`src/rtl/strb_pkg.sv`:
```
package strb_pkg;

    // Local bus phase numbering T1..T5 of the slave
    typedef enum logic [2:0] {
        ST_T1_IDLE   = 3'd0,
        ST_T2_DECODE = 3'd1,
        ST_T3_MOVE   = 3'd2,
        ST_T4_HOLD   = 3'd3,
        ST_T5_END    = 3'd4
    } strb_state_e;

    // Two byte lanes: index 1 = upper strobe, index 0 = lower strobe
    localparam int LANES = 2;

endpackage

```
`src/rtl/strb_seq.sv`:
```
module strb_seq
    import strb_pkg::*;
#(
    parameter int ADDR_W = 4
) (
    input  logic              clk,
    input  logic              rst,
    input  logic              sel_n,
    input  logic              addr_stb_n,
    input  logic              rd_wr,
    input  logic              hi_stb_n,
    input  logic              lo_stb_n,
    input  logic [ADDR_W-1:0] bus_addr,
    output strb_state_e       state,
    output logic [ADDR_W-1:0] cyc_addr,
    output logic              cyc_read,
    output logic [LANES-1:0]  cyc_lanes,
    output logic              move_phase,
    output logic              wr_commit,
    output logic              drive_window,
    output logic              ack_o
);

    strb_state_e state_q, state_d;
    logic        armed_q;
    logic        both_high;
    logic        start;

    assign both_high = hi_stb_n && lo_stb_n;
    assign start     = (state_q == ST_T1_IDLE) && armed_q && !sel_n && !addr_stb_n
                       && !both_high;

    // next-state selection: start, advance, moved, release/stretch, retire
    always_comb begin
        state_d = state_q;
        unique case (state_q)
            ST_T1_IDLE:   if (start) state_d = ST_T2_DECODE;
            ST_T2_DECODE: state_d = ST_T3_MOVE;
            ST_T3_MOVE:   state_d = ST_T4_HOLD;
            ST_T4_HOLD:   if (both_high) state_d = ST_T5_END;
            ST_T5_END:    state_d = ST_T1_IDLE;
            default:      state_d = ST_T1_IDLE;
        endcase
    end

    // state register plus per-cycle capture
    always_ff @(posedge clk) begin
        if (rst) begin
            state_q   <= ST_T1_IDLE;
            armed_q   <= 1'b0;
            cyc_addr  <= '0;
            cyc_read  <= 1'b1;
            cyc_lanes <= '0;
        end else begin
            state_q <= state_d;
            if (start) begin
                armed_q   <= 1'b0;
                cyc_addr  <= bus_addr;
                cyc_read  <= rd_wr;
                cyc_lanes <= {!hi_stb_n, !lo_stb_n};
            end else if (both_high) begin
                armed_q <= 1'b1;
            end
        end
    end

    // outputs decoded from the current state
    always_comb begin
        ack_o        = 1'b0;
        move_phase   = 1'b0;
        wr_commit    = 1'b0;
        drive_window = 1'b0;
        unique case (state_q)
            ST_T1_IDLE:   ack_o = 1'b1;
            ST_T2_DECODE: ack_o = 1'b0;
            ST_T3_MOVE: begin
                move_phase   = 1'b1;
                wr_commit    = !cyc_read;
                drive_window = cyc_read;
            end
            ST_T4_HOLD:   drive_window = cyc_read;
            ST_T5_END:    ack_o = 1'b1;
            default:      ack_o = 1'b1;
        endcase
    end

    assign state = state_q;

endmodule

```
`src/rtl/strb_lane_io.sv`:
```
module strb_lane_io #(
    parameter int DATA_W = 16
) (
    input  logic              clk,
    input  logic              rst,
    input  logic              move_phase,
    input  logic              drive_window,
    input  logic              cyc_read,
    input  logic [DATA_W-1:0] data_in,
    input  logic [DATA_W-1:0] rd_data,
    output logic [DATA_W-1:0] wr_hold,
    output logic [DATA_W-1:0] data_out,
    output logic              data_oe
);

    logic [DATA_W-1:0] rd_hold;
    logic              rd_vld;

    // falling-edge data movement inside T3
    always_ff @(negedge clk) begin
        if (rst) begin
            wr_hold <= '0;
            rd_hold <= '0;
            rd_vld  <= 1'b0;
        end else if (move_phase) begin
            wr_hold <= data_in;
            rd_hold <= rd_data;
            rd_vld  <= cyc_read;
        end else if (!drive_window) begin
            rd_vld <= 1'b0;
        end
    end

    // enable drops at once when the sequencer leaves T4
    assign data_oe  = rd_vld && drive_window;
    assign data_out = data_oe ? rd_hold : '0;

endmodule

```
`src/rtl/strb_regbank.sv`:
```
module strb_regbank
    import strb_pkg::*;
#(
    parameter int ADDR_W = 4,
    parameter int DATA_W = 16
) (
    input  logic              clk,
    input  logic              rst,
    input  logic              wr_en,
    input  logic [ADDR_W-1:0] wr_addr,
    input  logic [LANES-1:0]  wr_lanes,
    input  logic [DATA_W-1:0] wr_data,
    input  logic [ADDR_W-1:0] rd_addr,
    output logic [DATA_W-1:0] rd_data
);

    localparam int NUM_REGS = 1 << ADDR_W;
    localparam int LANE_W   = DATA_W / LANES;

    logic [NUM_REGS*DATA_W-1:0] bank_flat;

    for (genvar r = 0; r < NUM_REGS; r++) begin : g_reg
        for (genvar l = 0; l < LANES; l++) begin : g_lane
            logic [LANE_W-1:0] q;
            always_ff @(posedge clk) begin
                if (rst)
                    q <= '0;
                else if (wr_en && (wr_addr == ADDR_W'(r)) && wr_lanes[l])
                    q <= wr_data[l*LANE_W +: LANE_W];
            end
            assign bank_flat[r*DATA_W + l*LANE_W +: LANE_W] = q;
        end
    end

    assign rd_data = bank_flat[rd_addr*DATA_W +: DATA_W];

endmodule

```
`src/rtl/strobe_reg_slave.sv`:
```
module strobe_reg_slave
    import strb_pkg::*;
#(
    parameter int ADDR_W = 4,
    parameter int DATA_W = 16
) (
    input  logic              clk,
    input  logic              rst,
    input  logic [ADDR_W-1:0] bus_addr,
    input  logic              addr_stb_n,
    input  logic              sel_n,
    input  logic              rd_wr,
    input  logic              hi_stb_n,
    input  logic              lo_stb_n,
    input  logic [DATA_W-1:0] data_in,
    output logic [DATA_W-1:0] data_out,
    output logic              data_oe,
    output logic              ack_o
);

    strb_state_e       state_w;
    logic [ADDR_W-1:0] cyc_addr;
    logic              cyc_read;
    logic [LANES-1:0]  cyc_lanes;
    logic              move_phase;
    logic              wr_commit;
    logic              drive_window;
    logic [DATA_W-1:0] wr_hold;
    logic [DATA_W-1:0] rd_data;

    strb_seq #(.ADDR_W(ADDR_W)) u_seq (
        .clk          (clk),
        .rst          (rst),
        .sel_n        (sel_n),
        .addr_stb_n   (addr_stb_n),
        .rd_wr        (rd_wr),
        .hi_stb_n     (hi_stb_n),
        .lo_stb_n     (lo_stb_n),
        .bus_addr     (bus_addr),
        .state        (state_w),
        .cyc_addr     (cyc_addr),
        .cyc_read     (cyc_read),
        .cyc_lanes    (cyc_lanes),
        .move_phase   (move_phase),
        .wr_commit    (wr_commit),
        .drive_window (drive_window),
        .ack_o        (ack_o)
    );

    strb_lane_io #(.DATA_W(DATA_W)) u_io (
        .clk          (clk),
        .rst          (rst),
        .move_phase   (move_phase),
        .drive_window (drive_window),
        .cyc_read     (cyc_read),
        .data_in      (data_in),
        .rd_data      (rd_data),
        .wr_hold      (wr_hold),
        .data_out     (data_out),
        .data_oe      (data_oe)
    );

    strb_regbank #(.ADDR_W(ADDR_W), .DATA_W(DATA_W)) u_bank (
        .clk      (clk),
        .rst      (rst),
        .wr_en    (wr_commit),
        .wr_addr  (cyc_addr),
        .wr_lanes (cyc_lanes),
        .wr_data  (wr_hold),
        .rd_addr  (cyc_addr),
        .rd_data  (rd_data)
    );

endmodule

```
`config.mk`:
```
export PLATFORM = sky130hd
export DESIGN_NAME = strobe_reg_slave
export DESIGN_NICKNAME = d
export VERILOG_FILES = /design/src/rtl/strb_pkg.sv /design/src/rtl/strb_seq.sv /design/src/rtl/strb_lane_io.sv /design/src/rtl/strb_regbank.sv /design/src/rtl/strobe_reg_slave.sv
export SDC_FILE = /design/constraint.sdc
export NUM_CORES = 1
export LEC_CHECK = 0
export BUFFER_PORTS_ARGS = -buffer_cell sky130_fd_sc_hd__buf_2
export CAP_MARGIN = 25
export CELL_PAD_IN_SITES_DETAIL_PLACEMENT = 0
export CELL_PAD_IN_SITES_GLOBAL_PLACEMENT = 2
export CORE_UTILIZATION = 32
export DETAILED_ROUTE_END_ITERATION = 6
export HOLD_SLACK_MARGIN = 0.02
export PLACE_DENSITY_LB_ADDON = 0.1
export REMOVE_ABC_BUFFERS = 1
export SETUP_SLACK_MARGIN = 0.15
export SLEW_MARGIN = 20
export SYNTH_ARGS = -nofsm -noshare
export SYNTH_HDL_FRONTEND = slang
export SYNTH_HIERARCHICAL = 1
export SYNTH_SLANG_ARGS = --single-unit
export TNS_END_PERCENT = 20
```
`constraint.sdc`:
```
create_clock -name clk -period 5 [get_ports clk]
set_input_delay 1 -clock clk [delete_from_list [all_inputs] [get_ports clk]]
set_output_delay 1 -clock clk [all_outputs]
set_load 0.05 [all_outputs]
```
* Yosys cells after proc, flatten, opt, wreduce, memory -nomap -nowiden
Index checks and enable logic that the tools add are counted.
** Storage, ports and cells
- Logic and storage cells :: 138
- Register bits :: 300
- Output and inout port bits :: 18
- Input port bits :: 27
** Operators by class
- Mux-type cells :: 10
- Reduce and logical (&&, ||, !) cells :: 66
- Shift operators :: 1
- Equality and inequality tests :: 21
** Operator list (count)
- $shiftx 256x9->16 :: 1
- $logic_and 1x1->1 :: 54
- $eq 4x4->1 const B :: 8
- $eq 4x3->1 const B :: 4
- $mux 16 :: 1
- $pmux 3 s4 :: 1
- $eq 4x2->1 const B :: 2
- $eq 3x2->1 const B :: 2
- $logic_not 1->1 :: 6
- $mux 1 :: 6
- $mux 3 :: 2
- $eq 4x1->1 const B :: 1
- $logic_not 4->1 :: 1
- $ne 2x1->1 const B :: 2
- $reduce_or 2->1 :: 2
- $eq 3x1->1 const B :: 1
- $logic_not 3->1 :: 1
- $reduce_or 3->1 :: 1
- $ne 2x2->1 const B :: 1
- $reduce_and 2->1 :: 1

* Logic depth before layout (Yosys ltp)
- Depth in word-level cells :: 7
- Gate-level depth with buffers :: 8
- Mapped depth without buffers :: 5

* By module
The synthesis kept the hierarchy.
** Modules (own cells, without submodules)
- strb_regbank :: area an instance 11757.5 µm², times used 1, seq. area each 5124.9 µm², cells an instance 1359
- strb_lane_io :: area an instance 1327.5 µm², times used 1, seq. area each 660.6 µm², cells an instance 128
- strb_seq :: area an instance 500.5 µm², times used 1, seq. area each 220.2 µm², cells an instance 52

==> impl_metrics.csv <==
group,metric,value,unit
run_status,outcome,"completed",
setup_path,endpoint_kind,"primary output",
sta,setup_viol,0,
setup_path,crit_path_top_delay_cell,"dfxtp_4",
clock_network,tritoncts,"done",
clock_network,cts_hold_buffers,0,
power_and_ir_drop,power.density,343,mW/mm^2
floorplan,die_w,208,um
power_and_ir_drop,comb_power_share,0.027,
detailed_routing,wl_per_cell,24.7,um
finish,syn_to_final_growth,15.7,%
sta,maxSlewViolCount,0,
hold_path,hp-class,"reg2reg",
setup_path,crit_family,"flip-flops",
power_and_ir_drop,seq_power_share,0.450,
power_and_ir_drop,ir_worst_vdd,0.223,mV
detailed_routing,drtIter0Drc,957,
detailed_routing,dr.pass1.iters,7,
floorplan,pin_count,45,
place,dp_hpwl,27800,um
power_and_ir_drop,switching_share,0.236,
detailed_routing,dr_total_vias,12000,
floorplan,num_rows,75,
sta,clock_skew,0.0656,ns
place,place_inst,1980,
grt,grt_max_degree,65,
detailed_routing,ant_nets,0,
setup_path,required,4.00,ns
power_and_ir_drop,clkPwrFrac,0.523,
grt,grt_overflow,0,
detailed_routing,post_drt_via_cell_ratio,5.76,
sta,relSlewSlack,0.290,
setup_path,slowest_delay,0.36,ns
detailed_routing,drc,0,
grt,grt_pass1_vias,11900,
place,place_ws,0.261,ns
grt,grt_pass1_wl,77700,um
clock_network,clockBufferDepth,3,
finish,nets,1538,
place,port_buffers,44,
floorplan,dieArea,0.0433,sq mm
grt,grt_use_total,0.237,
finish,fillCellCount,4297,
finish,stdcell_count,2077,
flow_run,max_cap_violations,0,
setup_path,path_cells,"buf_12 -> and3_1 -> buf_6",
grt,antenna_found_initial,0,
logic_synthesis,ys_seq_elements,300,
logic_synthesis,syn_inst,1539,
setup_path,cp.buffers_inverters,2,
floorplan,start_util,0.324,
finish,fin_util,0.375,
power_and_ir_drop,power_leakage,5.07,nW
finish,drive_gt1_frac,0.170,
floorplan,die_h,208,um
clock_network,htree_levels,2,
sta,hold_viol,0,
power_and_ir_drop,p_int,0.00412,W
finish,diodes,0,
clock_network,cts-root-buf,"clkbuf_16",
setup_path,cp.arrival,3.99,ns
floorplan,coreArea,0.0419,sq mm
logic_synthesis,synth_area,0.0136,sq mm
logic_synthesis,ys_seq_area_frac,0.442,
logic_synthesis,synth_warnings,6,
detailed_routing,routed_wl,51300,um
setup_path,worstSetupPathType,"reg2out",
sta,rsz0062_at_grt,"true",
logic_synthesis,syn_avg_cell_area,8.83,sq um
clock_network,clkSinkCount,300,
clock_network,numCtsBuffers,36,
sta,worstMarginPinSlew,1.06,ns
setup_path,start_kind,"flop",
power_and_ir_drop,p_sw,0.00127,W
sta,fin_ws,0.0134,ns
place,place_congestion,0.712,
clock_network,cts.reportedPaths.clkPinSlew,0.06,ns
sta,whs,0.474,ns
logic_synthesis,synth_cell_types,39,
setup_path,crit_fanout,10,
clock_network,clkLatencyLatePin,0.60,ns
worst paths after layout:
check / start / end / slack [ns] / cells after the start
max: u_io/rd_vld / data_out[11] / 0.01 / 3
min: u_bank/g_reg[13].g_lane[1].q[7] / u_bank/g_reg[13].g_lane[1].q[7] / 0.47 / 2
max reg2reg: u_seq/cyc_addr[1] / u_io/rd_hold[0] / 0.31 / 6
min reg2reg: u_bank/g_reg[13].g_lane[1].q[7] / u_bank/g_reg[13].g_lane[1].q[7] / 0.47 / 2
through the flow:
| step | power, W | setup TNS, ns | instance area, sq um |
|---|---|---|---|
| floorplan | 0.00255 | -284.99 | 12700 |
| global placement | 0.00266 | 0 | 14200 |
| detailed placement | 0.00266 | 0 | 14200 |
| CTS | 0.00546 | -0.116 | 15700 |
| global route | 0.00558 | -0.346 | 15700 |
| finish | 0.00539 | 0 | 15700 |
placed cells by master (no fill, tap or decap), drive strengths merged, types with 21 or more instances in the layout:
cell    netlist  final
a21oi       257    257
a22oi        32     32
buf          86    109
clkbuf      121     50
dfxtp       300    300
inv           1     36
mux2i        37     37
mux4         64     64
nand2        21     21
nand3       257    257
nor2         40     40
o21ai       256    256
final cells by class:
class | instances | area (sq um) | area share
clock inverter | 48 | 295 | 0.0188
clock buffer | 50 | 1040 | 0.0662
timing repair buffer | 109 | 947 | 0.0603
sequential | 300 | 6020 | 0.383
multi-input combinational | 1031 | 6740 | 0.429
tap | 539 | 674 | 0.0429
tightest hold or removal path, cell delays in order, from the launching register on:
cell	delay (ns)
dfxtp_1	0.30
o21ai_0	0.06
a21oi_1	0.06
state kept, by name (all words and copies together) (netlist names):
signal             cells
u_seq/armed_q          1
u_seq/cyc_addr         4
u_bank/g.g_lane.q    256
u_io/rd_vld            1
u_seq/cyc_read         1
u_seq/state            3
u_io/wr_hold          16
u_io/rd_hold          16
u_seq/cyc_lanes        2
power by group through the flow:
| stage | Combinational (W) | Sequential (W) | Clock [W] |
|---|---|---|---|
| floorplan | 0.0000432 | 0.00247 | 0.0000415 |
| global placement | 0.000147 | 0.00247 | 0.0000415 |
| detailed placement | 0.000146 | 0.00247 | 0.0000415 |
| CTS | 0.000147 | 0.00242 | 0.00290 |
| global route | 0.000156 | 0.00242 | 0.00300 |
| finish | 0.000146 | 0.00242 | 0.00282 |
cell families (layout without fill, tap and decap cells):
family / after synthesis / after routing / share of synthesized area
buffers and inverters: 208 / 207 / 0.0679
muxes: 103 / 103 / 0.136
AOI/OAI and AO/OA: 547 / 547 / 0.208
DFF: 300 / 300 / 0.442
and+or+nand+nor: 381 / 381 / 0.147
repair_timing:
action	4_1_cts	5_1_grt
setup buffers	0	0
cloned	0	0
endpoints found under the setup margin	17	18
resized for setup	44	4
endpoints found under the hold margin	0	0
cell usage after synthesis:
| master | instances | area share |
|---|---|---|
| and2_1 | 5 | 0.0023 |
| nand2b_1 | 10 | 0.0046 |
| nand4bb_1 | 3 | 0.0025 |
| nor3b_1 | 1 | 0.00055 |
| nor2b_1 | 7 | 0.0032 |
| dfxtp_1 | 300 | 0.44 |
| inv_1 | 1 | 0.00028 |
| a21oi_1 | 257 | 0.095 |
| and3_1 | 16 | 0.0074 |
| buf_6 | 2 | 0.0017 |
| nor4b_1 | 1 | 0.00064 |
| or4b_1 | 1 | 0.00074 |
| and4bb_2 | 3 | 0.0028 |
| nand2_1 | 21 | 0.0058 |
| o21ai_1 | 37 | 0.014 |
| and4_1 | 2 | 0.0013 |
| and3b_2 | 1 | 0.00074 |
| nand4b_1 | 3 | 0.0019 |
| nor4b_4 | 1 | 0.0017 |
| or2_2 | 1 | 0.00046 |
| nor2_1 | 40 | 0.011 |
| o21ai_0 | 219 | 0.081 |
| clkbuf_2 | 1 | 0.00037 |
| nand4_1 | 1 | 0.00046 |
| and4b_1 | 3 | 0.0022 |
| a22oi_1 | 32 | 0.018 |
| mux2_4 | 2 | 0.0022 |
| mux2i_1 | 37 | 0.027 |
| a2111oi_0 | 1 | 0.00064 |
| nand3_1 | 257 | 0.095 |
| mux4_2 | 64 | 0.11 |
| buf_12 | 3 | 0.0044 |
| a31oi_1 | 1 | 0.00046 |
| buf_1 | 24 | 0.0066 |
| clkbuf_1 | 120 | 0.033 |
| nor3_1 | 3 | 0.0011 |
| buf_4 | 2 | 0.0011 |
| nand3b_1 | 1 | 0.00055 |
| buf_2 | 55 | 0.020 |
metal layers:
metal	part of all wire	global-route usage	wire (um)	up-vias
li1	-	-	-	5550
met1	0.45	0.317	23100	6020
met2	0.47	0.391	24300	311
met3	0.047	0.0344	2420	79
met4	0.027	0.0779	1390	0
met5	0	0	0	-
Note: power is estimated with default switching activity, not from simulation.
